<file path="src/rtl/clksw_pkg.sv">
package clksw_pkg;

  typedef enum logic [2:0] {
    ST_IDLE,
    ST_ISOLATE,
    ST_SELECT,
    ST_HOLD,
    ST_SMRST,
    ST_RELEASE,
    ST_RECONNECT,
    ST_GRANT
  } sw_state_t;

  localparam logic [7:0] CODE_SRC_PLL  = 8'h21;
  localparam logic [7:0] CODE_SRC_HOST = 8'h23;
  localparam logic [7:0] CODE_CHAN_RST = 8'hC0;
  localparam logic [7:0] CODE_SM_RST   = 8'h37;
  localparam logic [7:0] CODE_OFF      = 8'h00;

endpackage

</file>
<file path="src/rtl/clksw_policy.sv">
module clksw_policy (
  input  logic is_write,
  input  logic host_fast,
  input  logic partner_idle,
  input  logic cur_pll,
  output logic need_pll,
  output logic switch_ok
);

  always_comb begin
    need_pll  = is_write | host_fast;
    switch_ok = partner_idle & (need_pll != cur_pll);
  end

endmodule

</file>
<file path="src/rtl/clksw_step_timer.sv">
module clksw_step_timer #(
  parameter int unsigned STEP_CYCLES = 3
) (
  input  logic clk,
  input  logic rst_n,
  input  logic run,
  output logic step_done
);

  localparam int unsigned CNT_W = (STEP_CYCLES > 1) ? $clog2(STEP_CYCLES) : 1;
  localparam logic [CNT_W-1:0] LAST = CNT_W'(STEP_CYCLES - 1);

  logic [CNT_W-1:0] cnt_q, cnt_d;
  logic             cnt_en;

  always_comb begin
    step_done = run & (cnt_q == LAST);
    cnt_en    = run | (cnt_q != '0);
    cnt_d     = (!run || step_done) ? '0 : cnt_q + 1'b1;
  end

  always_ff @(posedge clk or negedge rst_n) begin
    if (!rst_n)      cnt_q <= '0;
    else if (cnt_en) cnt_q <= cnt_d;
  end

  a_r6_count_in_range: assert property (@(posedge clk) disable iff (!rst_n)
    cnt_q <= LAST);

  a_r6_idle_count_zero: assert property (@(posedge clk) disable iff (!rst_n)
    !run |=> (cnt_q == '0));

endmodule

</file>
<file path="src/rtl/clksw_fsm.sv">
module clksw_fsm
  import clksw_pkg::*;
#(
  parameter bit RESET_PLL = 1'b0
) (
  input  logic      clk,
  input  logic      rst_n,
  input  logic      req,
  input  logic      need_pll,
  input  logic      switch_ok,
  input  logic      step_done,
  output sw_state_t state,
  output logic      cur_pll,
  output logic      tgt_pll,
  output logic      grant
);

  sw_state_t state_d;
  logic      tgt_en, cur_en;

  always_comb begin
    state_d = state;
    tgt_en  = 1'b0;
    cur_en  = 1'b0;
    unique case (state)
      ST_IDLE: if (req && switch_ok) begin
        state_d = ST_ISOLATE;
        tgt_en  = 1'b1;
      end
      ST_ISOLATE:   if (step_done) state_d = ST_SELECT;
      ST_SELECT:    if (step_done) state_d = ST_HOLD;
      ST_HOLD:      if (step_done) state_d = ST_SMRST;
      ST_SMRST:     if (step_done) state_d = ST_RELEASE;
      ST_RELEASE:   if (step_done) state_d = ST_RECONNECT;
      ST_RECONNECT: if (step_done) begin
        state_d = ST_GRANT;
        cur_en  = 1'b1;
      end
      ST_GRANT:     state_d = ST_IDLE;
      default:      state_d = ST_IDLE;
    endcase
    grant = (state == ST_GRANT) || ((state == ST_IDLE) && req && !switch_ok);
  end

  always_ff @(posedge clk or negedge rst_n) begin
    if (!rst_n) begin
      state   <= ST_IDLE;
      tgt_pll <= RESET_PLL;
      cur_pll <= RESET_PLL;
    end else begin
      state <= state_d;
      if (tgt_en) tgt_pll <= need_pll;
      if (cur_en) cur_pll <= tgt_pll;
    end
  end

  a_r3_partner_busy_no_start: assert property (@(posedge clk) disable iff (!rst_n)
    (state == ST_IDLE && !switch_ok) |=> (state == ST_IDLE));

  a_r8_source_moves_at_end: assert property (@(posedge clk) disable iff (!rst_n)
    (cur_pll != $past(cur_pll)) |-> (state == ST_GRANT));

  a_r9_busy_target_held: assert property (@(posedge clk) disable iff (!rst_n)
    (state != ST_IDLE && $past(state) != ST_IDLE) |-> $stable(tgt_pll));

endmodule

</file>
<file path="src/rtl/clk_switch_seq.sv">
module clk_switch_seq
  import clksw_pkg::*;
#(
  parameter int unsigned STEP_CYCLES = 3,
  parameter bit          RESET_PLL   = 1'b0,
  parameter int unsigned NUM_CHAN    = 2
) (
  input  logic                clk,
  input  logic                rst_n,
  input  logic                issue_req,
  input  logic                issue_write,
  input  logic                host_fast,
  input  logic                partner_idle,
  output logic [NUM_CHAN-1:0] chan_tristate,
  output logic [7:0]          src_sel_code,
  output logic [7:0]          chan_rst_code,
  output logic [7:0]          sm_rst_code,
  output logic                busy,
  output logic                issue_grant
);

  sw_state_t state;
  logic need_pll, switch_ok, step_done, cur_pll, tgt_pll, run;

  clksw_policy u_policy (
    .is_write    (issue_write),
    .host_fast   (host_fast),
    .partner_idle(partner_idle),
    .cur_pll     (cur_pll),
    .need_pll    (need_pll),
    .switch_ok   (switch_ok)
  );

  clksw_step_timer #(.STEP_CYCLES(STEP_CYCLES)) u_timer (
    .clk      (clk),
    .rst_n    (rst_n),
    .run      (run),
    .step_done(step_done)
  );

  clksw_fsm #(.RESET_PLL(RESET_PLL)) u_fsm (
    .clk      (clk),
    .rst_n    (rst_n),
    .req      (issue_req),
    .need_pll (need_pll),
    .switch_ok(switch_ok),
    .step_done(step_done),
    .state    (state),
    .cur_pll  (cur_pll),
    .tgt_pll  (tgt_pll),
    .grant    (issue_grant)
  );

  logic isolate, new_sel;

  always_comb begin
    run     = (state != ST_IDLE) && (state != ST_GRANT);
    busy    = (state != ST_IDLE);
    isolate = (state == ST_ISOLATE) || (state == ST_SELECT) || (state == ST_HOLD) ||
              (state == ST_SMRST)   || (state == ST_RELEASE);
    new_sel = run && (state != ST_ISOLATE);
    src_sel_code  = (new_sel ? tgt_pll : cur_pll) ? CODE_SRC_PLL : CODE_SRC_HOST;
    chan_rst_code = ((state == ST_HOLD) || (state == ST_SMRST)) ? CODE_CHAN_RST : CODE_OFF;
  end

  for (genvar c = 0; c < NUM_CHAN; c++) begin : g_chan
    assign chan_tristate[c] = isolate;
  end

  assign sm_rst_code = (state == ST_SMRST) ? CODE_SM_RST : CODE_OFF;

  a_r5_reset_while_isolated: assert property (@(posedge clk) disable iff (!rst_n)
    (chan_rst_code != CODE_OFF) |-> (&chan_tristate));

  a_r5_sm_reset_inside_chan_reset: assert property (@(posedge clk) disable iff (!rst_n)
    (sm_rst_code != CODE_OFF) |-> (chan_rst_code == CODE_CHAN_RST));

  a_r8_select_moves_isolated: assert property (@(posedge clk) disable iff (!rst_n)
    (src_sel_code != $past(src_sel_code)) |-> (&chan_tristate));

  a_r7_grant_then_idle: assert property (@(posedge clk) disable iff (!rst_n)
    (issue_grant && busy) |=> !busy);

endmodule

</file>
<file path="config.mk">
export PLATFORM = sky130hd
export DESIGN_NAME = clk_switch_seq
export DESIGN_NICKNAME = d
export VERILOG_FILES = /design/src/rtl/clksw_pkg.sv /design/src/rtl/clksw_policy.sv /design/src/rtl/clksw_step_timer.sv /design/src/rtl/clksw_fsm.sv /design/src/rtl/clk_switch_seq.sv
export SDC_FILE = /design/constraint.sdc
export NUM_CORES = 1
export LEC_CHECK = 0
export BUFFER_PORTS_ARGS = -buffer_cell sky130_fd_sc_hd__buf_2
export CORE_MARGIN = 4
export CORE_UTILIZATION = 43
export DETAILED_ROUTE_END_ITERATION = 7
export PLACE_DENSITY_LB_ADDON = 0.08
export SKIP_LAST_GASP = 1
export SYNTH_ARGS = -nofsm -noshare
export SYNTH_HDL_FRONTEND = slang
export SYNTH_SLANG_ARGS = --single-unit
</file>
<file path="constraint.sdc">
create_clock -name clk -period 2.3 [get_ports clk]
set_clock_uncertainty 0.15 [all_clocks]
set_input_delay 0.115 -clock clk [delete_from_list [all_inputs] [get_ports clk]]
set_output_delay 0.115 -clock clk [all_outputs]
set_load 0.01 [all_outputs]
</file>
== After elaboration in Yosys (flattened, before gate mapping) ==
Cells that the tools add are included.

* Register bits after elaboration: 7
* Latch bits: 0
* RAM bits: 0
* Memory bits (read-only): 0
* Bits of input ports: 6
* Output and inout bits: 28
* Word-level logic and storage cells: 62
* Memories: 0

* Add/sub/neg operators: 1
* $mul: 0
* Div/mod/pow operators: 0
* Order comparisons: 0
* Equality and inequality tests: 18
* Shift operators: 0
* Multiplexer cells: 17
* Bitwise logic cells: 4
* Reductions and logical operators: 18

{| class="wikitable"
|+ Operators by type and width
! kind !! number
|-
| $pmux W3 S8 || 1
|-
| $mux W3 || 7
|-
| $eq A3 B3 Y1 const B || 4
|-
| $ne A2 B2 Y1 const B || 6
|-
| $mux W8 || 1
|-
| $logic_or A1 B1 Y1 || 7
|-
| $reduce_and A7 Y1 || 1
|-
| $eq A3 B2 Y1 const B || 2
|-
| $mux W6 || 1
|-
| $logic_and A1 B1 Y1 || 5
|-
| $mux W1 || 5
|-
| $mux W2 || 2
|-
| $eq A3 B1 Y1 const B || 1
|-
| $logic_not A3 Y1 || 1
|-
| $ne A3 B1 Y1 const B || 1
|-
| $ne A3 B3 Y1 const B || 1
|-
| $reduce_bool A3 Y1 || 1
|-
| $add A2 B1 Y2 const B || 1
|-
| $and A1 B1 Y1 || 2
|-
| $eq A2 B2 Y1 const B || 1
|-
| $logic_not A1 Y1 || 2
|-
| $ne A2 B1 Y1 const B || 1
|-
| $or A1 B1 Y1 || 2
|-
| $reduce_bool A2 Y1 || 1
|-
| $ne A1 B1 Y1 || 1
|}

== Longest topological paths before layout ==
* Word-level depth: 6
* Depth in mapped cells: 5
* Depth with buffers taken out: 5

== Hierarchy ==
From an unflattened synthesis, not the netlist that was laid out.

* Cell total of the unflattened synthesis: 87
* Area, all modules: 748.2 µm²

{| class="wikitable"
|+ Modules (own cells, without submodules)
! module !! times used !! cells an instance !! area each (µm²) !! sequential area each (µm²)
|-
| clksw_fsm || 1 || 35 || 361.6 || 125.1
|-
| clk_switch_seq || 1 || 35 || 240.2 || 0.0
|-
| clksw_step_timer || 1 || 13 || 122.6 || 50.0
|-
| clksw_policy || 1 || 4 || 23.8 || 0.0
|}

== Worst setup path before layout ==
OpenSTA, ideal clock, no wires.

* Kind: register to register
* From: register u_timer.cnt_q[0]
* To: register u_fsm.cur_pll
* Setup time: 125 ps
* Arrival: 1517 ps
* Required time: 2025 ps
* Setup slack: 508 ps
* Cell stages (with the launch flop): 6
* Path buffers: 0
* Period minus slack after synthesis: 1792 ps
* Cell sequence: dfrtp_1 inv_1 ha_1 inv_1 or4_4 mux2_4

* Word-level cells in the longest chain between the ends: 4

{| class="wikitable"
|+ Ends and longest elaborated chain
! what !! RTL line !! text
|-
| start: declaration || clksw_step_timer.sv:13 || <nowiki>logic [CNT_W-1:0] cnt_q, cnt_d;</nowiki>
|-
| start signal: assignment || clksw_step_timer.sv:24 || <nowiki>else if (cnt_en) cnt_q <= cnt_d;</nowiki>
|-
| $eq A2 B2 Y1 || clksw_step_timer.sv:17 || <nowiki>step_done = run & (cnt_q == LAST);</nowiki>
|-
| $and A1 B1 Y1 || clksw_step_timer.sv:17 ||
|-
| $mux W1 || clksw_fsm.sv:35 || <nowiki>ST_RECONNECT: if (step_done) begin</nowiki>
|-
| $mux W1 || clksw_fsm.sv:25 || <nowiki>unique case (state)</nowiki>
|-
| end signal: assignment || clksw_fsm.sv:53 || <nowiki>if (cur_en) cur_pll <= tgt_pll;</nowiki>
|-
| end: declaration || clksw_fsm.sv:13 || <nowiki>output logic cur_pll,</nowiki>
|}

No other way between the ends.
A chain may end at the register's enable or synchronous reset.

== Worst setup path after layout ==
* From: input port issue_write
* To: output port issue_grant

* Word-level cells in the longest chain between the ends: 6

{| class="wikitable"
|+ Ends and longest elaborated chain
! what !! RTL line !! text
|-
| start: declaration || clk_switch_seq.sv:11 || <nowiki>input logic issue_write,</nowiki>
|-
| $or A1 B1 Y1 || clksw_policy.sv:11 || <nowiki>need_pll = is_write | host_fast;</nowiki>
|-
| $ne A1 B1 Y1 || clksw_policy.sv:12 || <nowiki>switch_ok = partner_idle & (need_pll != cur_pll);</nowiki>
|-
| $and A1 B1 Y1 || clksw_policy.sv:12 ||
|-
| $logic_not A1 Y1 || clksw_fsm.sv:42 || <nowiki>grant = (state == ST_GRANT) || ((state == ST_IDLE) && req && !switch_ok);</nowiki>
|-
| $logic_and A1 B1 Y1 || clksw_fsm.sv:42 ||
|-
| $logic_or A1 B1 Y1 || clksw_fsm.sv:42 ||
|-
| end: declaration || clk_switch_seq.sv:19 || <nowiki>output logic issue_grant</nowiki>
|}

No other way between the ends.

==> flow_summary.ini <==
[status]
outcome = finished, final reports clean

[timing]
rsz0062_at_grt = false
fmax_mhz = 528.1
report.final.slew_viol_count = 0
finalSetupTns_ns = 0
period_needed_ns = 1.893
setup_violations = 0
period_share_pct = 82.32
hold_viol = 0

[layout]
syn_to_final_growth_pct = 2.857
fin_util_pct = 49.45
stdcell_area_um2 = 675.6
final_cells = 106
antenna_cells = 0
fin_nets = 100
n_fill_cell = 144
drive_gt1_share_pct = 26.37

[routing]
wire_per_inst_um = 11.11
ant_nets = 0
firstDrtPassIters = 4
vias = 502
drcViolationCount = 0
totalWireLength_mm = 1.178
viasPerCell = 4.736
drt_iter0_drc = 7

[critical_path]
rr_worst_depth = 5
r2r-start = u_timer.cnt_q[0]$_DFFE_PN0P_
startpoint = issue_write
crit_arrival_ns = 1.63
crit_type = input port to primary output
crit_path_start_kind = input port
path_cells = dlygate4sd3_1 -> buf_2 -> or3_1 -> and3_1 -> o21ai_0 -> buf_2
cp_max_fo = 4
slowest_delay_ns = 0.53
r2r-end = u_fsm.cur_pll$_DFFE_PN0P_
r2r_slack_ns = 0.43
crit_top_cell = buf_2
cp_slowest_cell = dlygate4sd3_1
worstPathRequired_ns = 2.04
cp-end-kind = primary output

[synth]
seq_area_frac_synth_pct = 26.67
synth_seq_cells = 7
yosysWarnings = 0
syn-cell-area_um2 = 656.9
syn-mean-instance-area_um2 = 8.315
yosysUniqueCellTypes = 29
syn_inst = 79

[clocking]
cts-root-buf = clkbuf_4
cts_tree = built
path_clk_slew_ns = 0.06
cts.htree.levels = 1
clockBufferDepth = 2
clock_latency_ns = 0.25
cts_buffers = 3
cts.sinks = 7

[die]
die_w_um = 47.09
num_rows = 13
die_y_um = 47.09
core_area_um2 = 1366
ioPinCount = 34
start_util_pct = 48.08
die-area_um2 = 2217

[worst_hold_path]
hold_class = input port to asynchronous set/reset pin

[place]
dp_hpwl_um = 941.6
place_congestion = 0.7357
io_buffers = 17
dpl.cell_count = 99
placed_cell_area_um2 = 619.3

[power_and_ir_drop]
p_per_area_nw_per_um2 = 1183
ir_drop_mv = 0.5346
p_leak_nw = 0.3806

[global_routing]
grt_max_degree = 11
grt_first_pass_wirelength_mm = 1.814
grt.total_usage_pct = 12.07
grt_pass1_vias = 386
antenna_found_initial = 0
overflow = 0

[run]
maxCapViolCount = 0
through the flow:
| step | hold WS, ns | setup slack [ns] | total power, W |
|---|---|---|---|
| finish | 0.08104 | 0.4066 | 0.0007992 |
| global route | 0.1002 | 0.2813 | 0.0008792 |
| CTS | 0.08183 | 0.4128 | 0.0008059 |
| detailed placement | -0.1851 | 0.4369 | 0.0006845 |
| global placement | -0.1864 | 0.4644 | 0.0006876 |
| floorplan | -0.3306 | 0.5078 | 0.0006333 |
worst max path at each step:
stage	endpoint	slack (ns)	depth (start not counted)
6_report	issue_grant	0.41	6
2_1_floorplan	u_fsm.cur_pll$_DFFE_PN0P_	0.51	5
4_1_cts	issue_grant	0.41	6
5_1_grt	issue_grant	0.28	4
3_5_place_dp	u_fsm.cur_pll$_DFFE_PN0P_	0.44	5
3_3_place_gp	u_fsm.cur_pll$_DFFE_PN0P_	0.46	5
cells by family after synthesis:
| family | after synthesis | share of synthesized area [%] |
|---|---|---|
| AO/OA/AOI/OAI | 15 | 15.62 |
| adder cells (fa/ha/maj) | 2 | 3.809 |
| buffers and inverters | 33 | 33.52 |
| flip-flops | 7 | 26.67 |
| multiplexers | 3 | 5.333 |
| other | 2 | 1.143 |
| AND/OR/NAND/NOR | 17 | 13.91 |
worst max-delay path: cells and delay by family:
family	cells	cell delay, ns
AO/OA/AOI/OAI	1	0.16
AND/OR/NAND/NOR	2	0.54
buffers and inverters	3	0.81
Yosys cell counts, drive strengths merged:
master / n / area share (%)
nor3: 2 / 1.5
a41o: 2 / 3.0
or3: 2 / 2.1
nor2: 1 / 0.57
o21bai: 1 / 1.1
a311oi: 1 / 1.3
o32ai: 1 / 1.3
and2: 1 / 0.95
nand3: 1 / 0.76
ha: 2 / 3.8
a41oi: 1 / 1.3
and3: 1 / 0.95
buf: 26 / 30
or4: 1 / 1.7
o21ai: 5 / 3.8
inv: 7 / 4.0
nand4: 1 / 0.95
a22o: 1 / 1.3
mux2: 1 / 2.3
nand2: 6 / 3.4
dfrtp: 7 / 27
conb: 2 / 1.1
a21oi: 3 / 2.3
mux2i: 2 / 3.0
nor2b: 1 / 0.95
routing by layer:
metal | vias up | wire [um] | global-route usage, % | part of all wire (%)
met5 | - | 0 | 0 | 0
met4 | 0 | 0 | 4.972 | 0
met3 | 0 | 97 | 4.598 | 8.2
met2 | 19 | 528 | 15.18 | 45
met1 | 231 | 551 | 18.01 | 47
li1 | 252 | - | - | -
timing repair:
| action | 4_1_cts | 5_1_grt |
|---|---|---|
| setup buffers | 0 | 0 |
| gates resized for setup | 0 | 0 |
| hold buffers | 3 | 0 |
| endpoints found under the hold margin | 8 | 0 |
area by class of cell:
| class | instances | area, um^2 | share of cell area (%) |
|---|---|---|---|
| Multi-Input combinational cell | 53 | 314.1 | 46.48 |
| Clock buffer | 4 | 26.28 | 3.889 |
| Timing Repair Buffer | 20 | 115.1 | 17.04 |
| Sequential cell | 7 | 175.2 | 25.93 |
| Inverter | 7 | 26.28 | 3.889 |
| Tap cell | 15 | 18.77 | 2.778 |
layout by cell type, fill, tap and decap left out, types with 2 or more instances in the layout:
master	n
dfrtp_1	7
inv_1	6
conb_1	16
nand2_1	6
o21ai_0	5
nor3_1	2
clkbuf_4	3
a41o_1	2
mux2i_1	2
ha_1	2
a21oi_1	3
buf_2	17
dlygate4sd3_1	3
sequential cells by signal (all words and copies together) (netlist names):
| name | cells |
|---|---|
| u_fsm.cur_pll | 1 |
| u_fsm.state | 3 |
| u_fsm.tgt_pll | 1 |
| u_timer.cnt_q | 2 |
power by group:
part	leakage [nW]	internal, W	switching [W]
registers	0.0871	0.000178	0.0000777
logic	0.278	0.000191	0.000239
clock network	0.0150	0.0000664	0.0000479
No activity file was read; power rests on OpenSTA's default activity.
